--- src/rtl/ir_pkg.sv ---
// Package: shared constants of the interrupt router.
// Assumes four sources of each per-core kind; the register offsets below
// are fixed by the software view and do not scale with the parameters.
package ir_pkg;
    localparam int TIMERS  = 4;
    localparam int MBOXES  = 4;
    localparam int PEND_W  = TIMERS + MBOXES + 2;
    localparam int BIT_GPU = TIMERS + MBOXES;
    localparam int BIT_PMU = TIMERS + MBOXES + 1;
    localparam int CTRL_W  = 2 * TIMERS;

    localparam logic [7:0] OFS_ROUTE   = 8'h0C;
    localparam logic [7:0] OFS_PMU_SET = 8'h10;
    localparam logic [7:0] OFS_PMU_CLR = 8'h14;
    localparam logic [7:0] OFS_TMR     = 8'h40;
    localparam logic [7:0] OFS_IRQ_ST  = 8'h60;
    localparam logic [7:0] OFS_FIQ_ST  = 8'h70;
endpackage

--- src/rtl/ir_cfg_regs.sv ---
// Module: configuration registers and read-back mux.
// Holds timer control words, performance-monitor mask and graphics routing.
// Assumes single-cycle writes and a combinational read of any address;
// status words arrive from the core slices and are read-only here.
module ir_cfg_regs
    import ir_pkg::*;
#(
    parameter int CORES  = 4,
    parameter int DATA_W = 32,
    parameter int SEL_W  = (CORES > 1) ? $clog2(CORES) : 1
) (
    input  logic                     clk,
    input  logic                     rst_n,
    input  logic                     wr,
    input  logic [7:0]               addr,
    input  logic [DATA_W-1:0]        wdata,
    input  logic [CORES*PEND_W-1:0]  irq_stat,
    input  logic [CORES*PEND_W-1:0]  fiq_stat,
    output logic [DATA_W-1:0]        rdata,
    output logic [CORES*CTRL_W-1:0]  tmr_ctrl,
    output logic [CORES-1:0]         pmu_mask,
    output logic [SEL_W-1:0]         gpu_irq_sel,
    output logic [SEL_W-1:0]         gpu_fiq_sel
);

    // Register update: route, mask set/clear and per-core timer control.
    always_ff @(posedge clk) begin
        if (!rst_n) begin
            tmr_ctrl    <= '0;
            pmu_mask    <= '0;
            gpu_irq_sel <= '0;
            gpu_fiq_sel <= '0;
        end else if (wr) begin
            if (addr == OFS_ROUTE) begin
                gpu_irq_sel <= wdata[SEL_W-1:0];
                gpu_fiq_sel <= wdata[2*SEL_W-1:SEL_W];
            end
            if (addr == OFS_PMU_SET) pmu_mask <= pmu_mask | wdata[CORES-1:0];
            if (addr == OFS_PMU_CLR) pmu_mask <= pmu_mask & ~wdata[CORES-1:0];
            for (int c = 0; c < CORES; c++) begin
                if (addr == OFS_TMR + 8'(4 * c))
                    tmr_ctrl[c*CTRL_W +: CTRL_W] <= wdata[CTRL_W-1:0];
            end
        end
    end

    // Read-back mux over every readable address; unmapped reads give 0.
    always_comb begin
        rdata = '0;
        if (addr == OFS_ROUTE)
            rdata = DATA_W'({gpu_fiq_sel, gpu_irq_sel});
        if (addr == OFS_PMU_SET || addr == OFS_PMU_CLR)
            rdata = DATA_W'(pmu_mask);
        for (int c = 0; c < CORES; c++) begin
            if (addr == OFS_TMR + 8'(4 * c))
                rdata = DATA_W'(tmr_ctrl[c*CTRL_W +: CTRL_W]);
            if (addr == OFS_IRQ_ST + 8'(4 * c))
                rdata = DATA_W'(irq_stat[c*PEND_W +: PEND_W]);
            if (addr == OFS_FIQ_ST + 8'(4 * c))
                rdata = DATA_W'(fiq_stat[c*PEND_W +: PEND_W]);
        end
    end

    // reset leaves every enable and routing field at zero
    assert_reset_clear_R1: assert property (@(posedge clk)
        !rst_n |=> (tmr_ctrl == '0 && pmu_mask == '0 &&
                    gpu_irq_sel == '0 && gpu_fiq_sel == '0));

    // a set strobe leaves every written 1 set in the mask
    assert_pmu_set_R5: assert property (@(posedge clk) disable iff (!rst_n)
        (wr && addr == OFS_PMU_SET) |=>
            ((pmu_mask & $past(wdata[CORES-1:0])) == $past(wdata[CORES-1:0])));

    // a clear strobe removes every written 1 and keeps the rest
    assert_pmu_clr_R6: assert property (@(posedge clk) disable iff (!rst_n)
        (wr && addr == OFS_PMU_CLR) |=>
            (pmu_mask == ($past(pmu_mask) & ~$past(wdata[CORES-1:0]))));

    // writes into the status window leave all configuration unchanged
    assert_status_ro_R12: assert property (@(posedge clk) disable iff (!rst_n)
        (wr && addr >= OFS_IRQ_ST && addr < OFS_FIQ_ST + 8'(4 * CORES)) |=>
            ($stable(tmr_ctrl) && $stable(pmu_mask) &&
             $stable(gpu_irq_sel) && $stable(gpu_fiq_sel)));

endmodule

--- src/rtl/ir_core_slice.sv ---
// Module: status composition for one core.
// Builds the IRQ and FIQ status words from level sources and enables, and
// drives the core's two lines. Assumes graphics and monitor sources arrive
// already gated by routing and mask; mailbox levels are already classed.
module ir_core_slice
    import ir_pkg::*;
(
    input  logic              clk,
    input  logic              rst_n,
    input  logic [TIMERS-1:0] tmr_src,
    input  logic [CTRL_W-1:0] tmr_ctrl,
    input  logic [MBOXES-1:0] mbox_irq,
    input  logic [MBOXES-1:0] mbox_fiq,
    input  logic              gpu_irq_hit,
    input  logic              gpu_fiq_hit,
    input  logic              pmu_hit,
    output logic [PEND_W-1:0] irq_stat,
    output logic [PEND_W-1:0] fiq_stat,
    output logic              irq_line,
    output logic              fiq_line
);

    logic [TIMERS-1:0] irq_en;
    logic [TIMERS-1:0] fiq_en;
    logic [TIMERS-1:0] tmr_irq;
    logic [TIMERS-1:0] tmr_fiq;

    assign irq_en = tmr_ctrl[TIMERS-1:0];
    assign fiq_en = tmr_ctrl[CTRL_W-1:TIMERS];

    // Per-timer class choice: a fast enable takes the source away from IRQ.
    for (genvar t = 0; t < TIMERS; t++) begin : g_tmr
        assign tmr_fiq[t] = tmr_src[t] & fiq_en[t];
        assign tmr_irq[t] = tmr_src[t] & irq_en[t] & ~fiq_en[t];
    end

    // Status words in the fixed bit layout: timers, mailboxes, graphics, monitor.
    always_comb begin
        irq_stat = {pmu_hit, gpu_irq_hit, mbox_irq, tmr_irq};
        fiq_stat = {1'b0,    gpu_fiq_hit, mbox_fiq, tmr_fiq};
    end

    // Core lines: any pending bit of a class raises that class's line.
    assign irq_line = |irq_stat;
    assign fiq_line = |fiq_stat;

    // no timer is ever pending in both classes
    assert_fiq_wins_R4: assert property (@(posedge clk) disable iff (!rst_n)
        (irq_stat[TIMERS-1:0] & fiq_stat[TIMERS-1:0]) == '0);

    // a low timer source has no status bit in either class
    assert_level_R11: assert property (@(posedge clk) disable iff (!rst_n)
        ((irq_stat[TIMERS-1:0] | fiq_stat[TIMERS-1:0]) & ~tmr_src) == '0);

endmodule

--- src/rtl/ir_router.sv ---
// Module: top of the per-core interrupt router.
// Instantiates the register block and one status slice per core, and steers
// the shared graphics lines and masked monitor sources into the slices.
// Assumes all sources are synchronous levels in the clk domain.
module ir_router
    import ir_pkg::*;
#(
    parameter int CORES  = 4,
    parameter int DATA_W = 32
) (
    input  logic                     clk,
    input  logic                     rst_n,
    input  logic                     bus_wr,
    input  logic [7:0]               bus_addr,
    input  logic [DATA_W-1:0]        bus_wdata,
    output logic [DATA_W-1:0]        bus_rdata,
    input  logic [CORES*TIMERS-1:0]  timer_src,
    input  logic [CORES-1:0]         pmu_src,
    input  logic                     gpu_irq_src,
    input  logic                     gpu_fiq_src,
    input  logic [CORES*MBOXES-1:0]  mbox_irq,
    input  logic [CORES*MBOXES-1:0]  mbox_fiq,
    output logic [CORES-1:0]         core_irq,
    output logic [CORES-1:0]         core_fiq
);

    localparam int SEL_W = (CORES > 1) ? $clog2(CORES) : 1;

    logic [CORES*PEND_W-1:0] irq_stat;
    logic [CORES*PEND_W-1:0] fiq_stat;
    logic [CORES*CTRL_W-1:0] tmr_ctrl;
    logic [CORES-1:0]        pmu_mask;
    logic [SEL_W-1:0]        gpu_irq_sel;
    logic [SEL_W-1:0]        gpu_fiq_sel;
    logic [CORES-1:0]        gpu_irq_col;
    logic [CORES-1:0]        pmu_col;

    ir_cfg_regs #(
        .CORES  (CORES),
        .DATA_W (DATA_W),
        .SEL_W  (SEL_W)
    ) i_regs (
        .clk         (clk),
        .rst_n       (rst_n),
        .wr          (bus_wr),
        .addr        (bus_addr),
        .wdata       (bus_wdata),
        .irq_stat    (irq_stat),
        .fiq_stat    (fiq_stat),
        .rdata       (bus_rdata),
        .tmr_ctrl    (tmr_ctrl),
        .pmu_mask    (pmu_mask),
        .gpu_irq_sel (gpu_irq_sel),
        .gpu_fiq_sel (gpu_fiq_sel)
    );

    // One slice per core; graphics lines go only to the selected core.
    for (genvar c = 0; c < CORES; c++) begin : g_core
        ir_core_slice i_slice (
            .clk         (clk),
            .rst_n       (rst_n),
            .tmr_src     (timer_src[c*TIMERS +: TIMERS]),
            .tmr_ctrl    (tmr_ctrl[c*CTRL_W +: CTRL_W]),
            .mbox_irq    (mbox_irq[c*MBOXES +: MBOXES]),
            .mbox_fiq    (mbox_fiq[c*MBOXES +: MBOXES]),
            .gpu_irq_hit (gpu_irq_src && (gpu_irq_sel == SEL_W'(c))),
            .gpu_fiq_hit (gpu_fiq_src && (gpu_fiq_sel == SEL_W'(c))),
            .pmu_hit     (pmu_src[c] & pmu_mask[c]),
            .irq_stat    (irq_stat[c*PEND_W +: PEND_W]),
            .fiq_stat    (fiq_stat[c*PEND_W +: PEND_W]),
            .irq_line    (core_irq[c]),
            .fiq_line    (core_fiq[c])
        );
        assign gpu_irq_col[c] = irq_stat[c*PEND_W + BIT_GPU];
        assign pmu_col[c]     = irq_stat[c*PEND_W + BIT_PMU];
    end

    // a high graphics IRQ lands on exactly one core
    assert_gpu_one_core_R8: assert property (@(posedge clk) disable iff (!rst_n)
        gpu_irq_src |-> ($countones(gpu_irq_col) == 1));

    // with the source low no core reports it
    assert_gpu_quiet_R8: assert property (@(posedge clk) disable iff (!rst_n)
        !gpu_irq_src |-> $onehot0(gpu_irq_col) && gpu_irq_col == '0);

    // monitor status never appears on a core whose mask bit is clear
    assert_pmu_gate_R7: assert property (@(posedge clk) disable iff (!rst_n)
        (pmu_col & ~pmu_mask) == '0);

endmodule

--- config.mk ---
export PLATFORM = sky130hd
export DESIGN_NAME = ir_router
export DESIGN_NICKNAME = d
export VERILOG_FILES = /design/src/rtl/ir_pkg.sv /design/src/rtl/ir_cfg_regs.sv /design/src/rtl/ir_core_slice.sv /design/src/rtl/ir_router.sv
export SDC_FILE = /design/constraint.sdc
export NUM_CORES = 1
export LEC_CHECK = 0
export CAP_MARGIN = 15
export CORE_ASPECT_RATIO = 1.25
export CORE_MARGIN = 8
export CORE_UTILIZATION = 36
export DETAILED_ROUTE_END_ITERATION = 8
export HOLD_SLACK_MARGIN = 0.1
export PLACE_DENSITY = 0.73
export SLEW_MARGIN = 0
export SYNTH_ARGS = -nofsm -noshare
export SYNTH_HDL_FRONTEND = slang
export SYNTH_SLANG_ARGS = --single-unit
--- constraint.sdc ---
create_clock -name clk -period 4.7 [get_ports clk]
set_clock_uncertainty 0.2 [all_clocks]
set_input_delay 0.94 -clock clk [delete_from_list [all_inputs] [get_ports clk]]
set_output_delay 0.94 -clock clk [all_outputs]
set_load 0.03 [all_outputs]
==> flow_summary.ini, run 1 <==
[run_status]
run_status = finished clean

[pwr]
pwr-share-comb_pct = 25.9
p_int_uw = 663
ir_drop_uv = 160
switchingPower_uw = 258
swShare_pct = 28.0
power.density_nw_per_um2 = 190
p_leak_uw = 0.00166
seqPwrFrac_pct = 37.0
pwr-share-clk_pct = 37.2

[cells_and_area]
fillers = 1007
syn_to_final_growth_pct = 31.9
final_area_um2 = 4840
diodes = 0
drive_gt1_share_pct = 11.0
seqCellArea_um2 = 801
multi_input_area_um2 = 2480
nNetsFinal = 734

[die]
start_util_pct = 36.7
fp.dieH_um = 129
pin_count = 137
die_area_um2 = 13700
row_count = 41
dieWidth_um = 106
design.core.area_um2 = 10000

[min_path]
hold_path.class = reg -> reg
worstHoldStart = i_regs.tmr_ctrl[16]$_SDFFE_PN0P_
whs_endpoint = i_regs.tmr_ctrl[16]$_SDFFE_PN0P_
hold_depth = 2

[timing]
rsz0062_at_grt = false
final.period_utilization_pct = 97.6
whs_ps = 273
slew_violations = 0
min_period_ps = 4590
setup-violations-final = 0
finalSetupTns_ps = 0
hold_viol_final = 0
worstMarginPinSlew_ps = 1160
maxClockFrequency_mhz = 218
slew-limit-headroom_pct = 22.5

[worst_setup_path]
critPathKind = in -> out
worstPathRequired_ps = 3560
critPathMaxFanout = 5
reg2reg_depth = 2
rrSetupSlack_ps = 3590
r2r-end = i_regs.gpu_fiq_sel[0]$_SDFFE_PN0P_
cp.arrival_ps = 3450
crit_path_end_kind = primary output
r2r_start = i_regs.gpu_fiq_sel[0]$_SDFFE_PN0P_
crit_path_start_kind = input port
startpoint = bus_addr[2]

[clocking]
ctsLongestPathBuffers = 2
clkLatencyLatePin_ps = 280
clk_pin_slew_worst_paths_ps = 50
numCtsBuffers = 5
cts_hold_buf = 0
cts-root-buf = clkbuf_16
cts_tree = done
cts_sinks = 40
htree_levels = 2

[synth]
synth-async-reset-ratio_pct = 0
yosysWarnings = 0
ys_seq_area_share_pct = 21.8
synth_cell_types = 63
synth_top_cells_by_count = nand2_1 (83), a21oi_1 (79), nand3_1 (47), o21ai_0 (44), dfxtp_1 (40)
synthTopCellsByArea = dfxtp_1 (22%), a21oi_1 (11%), nand2_1 (8.5%), nand3_1 (6.4%), buf_4 (6.3%)
synth_top_area_share_pct = 21.8
syn_area_um2 = 3670
syn_avg_cell_area_um2 = 6.71
netlist_instances = 547
yosys.area.top_type = dfxtp_1
synth.most_common_cell = nand2_1
synth_edf_count = 0
synth_top_flop_cell = dfxtp_1
synth-seq-cells = 40

[routing]
ant_nets = 0
vias_per_cell = 6.00
drt_first_pass_iters = 6
routed_wl_mm = 16.1
drcViolationCount = 0
route.vias.total = 4595
avgRoutedWirePerCell_um = 21.0
drt_first_iter_violations = 365

[place]
place_congestion = 0.976
dp_hpwl_mm = 12.8
portBuffers = 90
postPlaceCellArea_um2 = 4680

[grt]
grt_pass1_wl_mm = 23.9
grt_overflow = 0
grt_antenna_before_repair = 0
grt_pass1_vias = 4355
grt_max_degree = 41
grtUsageTotal_pct = 22.3

[flow_run]
cap_violations = 0
[critical path: stages]
cell,delay [ps]
clkdlybuf4s50_1,490
buf_4,190
buf_4,140
or3b_1,450
a2111oi_2,330
o22ai_1,140
a22oi_1,210
o31ai_1,140
a22oi_1,200
buf_4,200
[routing by layer]
| metal | routed length (um) | up-vias | GRT usage [%] |
|---|---|---|---|
| met3 | 1320 | 56 | 2.90 |
| met2 | 7550 | 271 | 36.6 |
| met1 | 6370 | 2115 | 27.0 |
| met4 | 830 | 0 | 14.2 |
| met5 | 0 | - | 0 |
| li1 | - | 2153 | - |
[sequential cells by signal, summed over array words and instances (netlist names), named ones only]
name,count
i_regs.gpu_fiq_sel,2
i_regs.gpu_irq_sel,2
i_regs.tmr_ctrl,32
[what timing repair did]
| item | in CTS | in global routing |
|---|---|---|
| setup endpoints to repair | 0 | 1 |
| gates resized for setup | 0 | 1 |
| buffers inserted | 0 | 0 |
[layout make-up]
cell class                 count  share of cell area [%]
clock buffer                   7                    3.15
inverter                      15                    1.16
multi-input combinational    445                    51.2
sequential                    40                    16.5
tap                          129                    3.34
timing repair buffer         130                    24.6
[kinds of logic after synthesis]
family                    after synthesis  synth area share [%]
AOI/OAI and AO/OA                     187                  30.4
xor gates and xnor gates                1                 0.239
buffers and inverters                  83                  12.7
DFF                                    40                  21.8
muxes                                   9                  2.52
other                                   1                 0.102
and+or+nand+nor                       226                  32.2
[power by group through the flow]
stage	logic [uW]	registers, uW	clock network, uW
2_1_floorplan	122	347	0
3_3_place_gp	232	348	0
3_5_place_dp	233	348	0
6_report	238	340	342
5_1_grt	251	340	360
4_1_cts	234	340	348
[worst max path at each step]
stage,to,slack (ps)
global placement,bus_rdata[1],150
CTS,bus_rdata[5],100
detailed placement,bus_rdata[5],120
finish,bus_rdata[3],110
floorplan,bus_rdata[0],970
global route,bus_rdata[1],2
[stage by stage]
stage	power (uW)	instances	setup slack, ps	utilization (%)
global placement	580	759	146	46.8
CTS	922	766	102	48.4
detailed placement	580	759	123	46.8
global route	951	766	1.76	48.4
finish	921	766	112	48.4
floorplan	470	568	970	-
[cells in the final DEF, fill, tap and decap left out, types with 5 or more instances in the layout]
master and n:
clkbuf_16 5, nor2_1 19, inv_1 14, a31oi_1 6, a311oi_1 5, o21ai_0 44
a21oi_1 79, nand2_1 83, nor2b_1 7, a22oi_1 11, nand3_1 47, nor4_1 7
o22ai_1 11, buf_4 48, conb_1 22, clkdlybuf4s50_1 79, nand3b_1 10, dfxtp_1 40
nand2b_1 5, nand4_1 9, nor3_1 8, mux2i_1 7
Note: power is estimated with default switching activity, not from simulation.
==> run 2, diff against run 1 <==
- CTS_CLUSTER_SIZE: default -> 12
==> results of run 2 <==
Final layout, timing and power as in run 1 (identical DEF).
==> run 3, diff against run 2 <==
- PLACE_DENSITY: 0.73 -> 0.63
==> run 3 against run 2 <==
  * Clock power fell by 13%
  * Final area rose by 0.26%
  * Register-to-register slack improved by 20 ps
  * Final cell count fell by 0.13%
  * Power fell by 4.4%
  * Setup slack improved by 19 ps
  * Sequential share of layout area barely moved
  * Utilization rose by 0.13 points
  * Die area did not move
  * Via count fell by 1.0%
  * Count of clock-buffer cells in the layout fell by 2
  * Combinational power rose by 2%
==> flow_summary.ini, run 3 (synthesis results as in run 1) <==
[run_status]
run_status = finished clean

[cells_and_area]
largest_register = i_regs.tmr_ctrl
nNetsFinal = 735
utilization_pct = 48.5
drive_gt1_share_pct = 10.8
syn_to_final_growth_pct = 32.3
reg.largest.list = i_regs.tmr_ctrl (32), i_regs.gpu_fiq_sel (2), i_regs.gpu_irq_sel (2)
final_cells = 765
final_cell_mix = nand2_1 (83), a21oi_1 (79), clkdlybuf4s50_1 (79), nand3_1 (47), buf_4 (47)
largest_reg_flops = 32
final_common_cell = nand2_1
fillers = 1053
diodes = 0

[worst_setup_path]
worstPathRequired_ps = 3560
crit_buf_inv = 3
slowest_delay_ps = 580
crit_path_end_kind = primary output
cp_top_family = buffers and inverters
crit_chain = clkdlybuf4s50_1, buf_4, or4_1, nor3_1, o22ai_1, a21oi_1, o21ai_0, a21oi_1, buf_4
crit_path_start_kind = input port
cp.arrival_ps = 3430
critPathKind = in -> out
crit_path_top_delay_cell = clkdlybuf4s50_1
critPathMaxFanout = 9

[routing]
route.vias.total = 4549
vias_per_cell = 5.95
drcViolationCount = 0
routed_wl_mm = 16.2
drt_first_pass_iters = 7
avgRoutedWirePerCell_um = 21.2
ant_nets = 0
drt_first_iter_violations = 444

[die]
pin_count = 137
fp.dieH_um = 129
dieWidth_um = 106
start_util_pct = 36.7
die_area_um2 = 13700
design.core.area_um2 = 10000
row_count = 41

[timing]
maxClockFrequency_mhz = 219
setup-violations-final = 0
setup_slack_ps = 130
min_period_ps = 4570
final.period_utilization_pct = 97.2
slew-limit-headroom_pct = 55.4
slew_violations = 0
finalSetupTns_ps = 0
hold_viol_final = 0
rsz0062_at_grt = false
worstMarginPinSlew_ps = 668

[grt]
grt_antenna_before_repair = 0
grtUsageTotal_pct = 22.8
grt_pass1_wl_mm = 24.6
grt_pass1_vias = 4430
grt_max_degree = 41
grt_overflow = 0

[clocking]
ctsLongestPathBuffers = 2
htree_levels = 2
cts_sinks = 40
cts_tree = done
cts-root-buf = clkbuf_16
clk_pin_slew_worst_paths_ps = 50
cts_resized = 0
cts_hold_buf = 0
numCtsBuffers = 5
cts_setup_buffers = 0
clkLatencyLatePin_ps = 270

[place]
dp_hpwl_mm = 13.0
post-place-ws_ps = 78.1
place_inst = 759
place_congestion = 0.934
portBuffers = 90

[pwr]
power.density_nw_per_um2 = 181
p_leak_uw = 0.00166
ir_drop_uv = 344
power_uw = 881

[flow_run]
cap_violations = 0

[min_path]
hold_path.class = reg -> reg
[run 3: changes by cell type in the layout (fill, tap and decap cells not counted)]
cell      before  now
clkbuf_8       2    0
buf_12         1    2
buf_16         0    1
buf_2          1    0
buf_4         48   47
clkbuf_2       0    1
[run 3: worst paths after layout]
check                           slack [ps]                                  to                               start  cells past startpoint
worst min-delay path                   270     i_regs.tmr_ctrl[9]$_SDFFE_PN0P_     i_regs.tmr_ctrl[9]$_SDFFE_PN0P_                      2
worst max-delay path                   130                        bus_rdata[1]                         bus_addr[6]                      9
worst min register to register         270     i_regs.tmr_ctrl[9]$_SDFFE_PN0P_     i_regs.tmr_ctrl[9]$_SDFFE_PN0P_                      2
worst max register to register        3610  i_regs.gpu_fiq_sel[0]$_SDFFE_PN0P_  i_regs.gpu_fiq_sel[0]$_SDFFE_PN0P_                      2
[run 3: layer usage]
metal / up-vias / track usage, % / share of wire [%]
li1: 2149 / - / -
met1: 2141 / 28.3 / 42
met2: 224 / 38.9 / 48
met3: 35 / 2.55 / 6.8
met4: 0 / 9.54 / 3.1
met5: - / 0 / 0
[run 3: through the flow]
| stage | hold slack (ps) | cell area [um2] |
|---|---|---|
| 6_report | 273 | 4850 |
| 5_1_grt | 300 | 4850 |
| 4_1_cts | 273 | 4820 |
| 3_5_place_dp | 264 | 4700 |
| 3_3_place_gp | 247 | 4700 |
| 2_1_floorplan | 236 | 3750 |
[run 3: where the power goes]
group | switching, uW | internal, uW | leakage (uW)
sequential | 0.636 | 340 | 0.000322
clock | 111 | 187 | 0.0000616
combinational | 139 | 103 | 0.00128
total | 250 | 630 | 0.00166
[run 3: final cells by class]
class	instances	area [um2]	area share, %
multi-input combinational	445	2480	51.1
timing repair buffer	131	1230	25.3
sequential	40	801	16.5
tap	129	161	3.33
clock buffer	5	125	2.58
inverter	15	56.3	1.16
[run 3: tightest hold or removal path: cells and delay by family, from the launching register on]
kind	cells	cell delay [ps]
compound gates	1	50
simple gates	1	50
flops	1	320
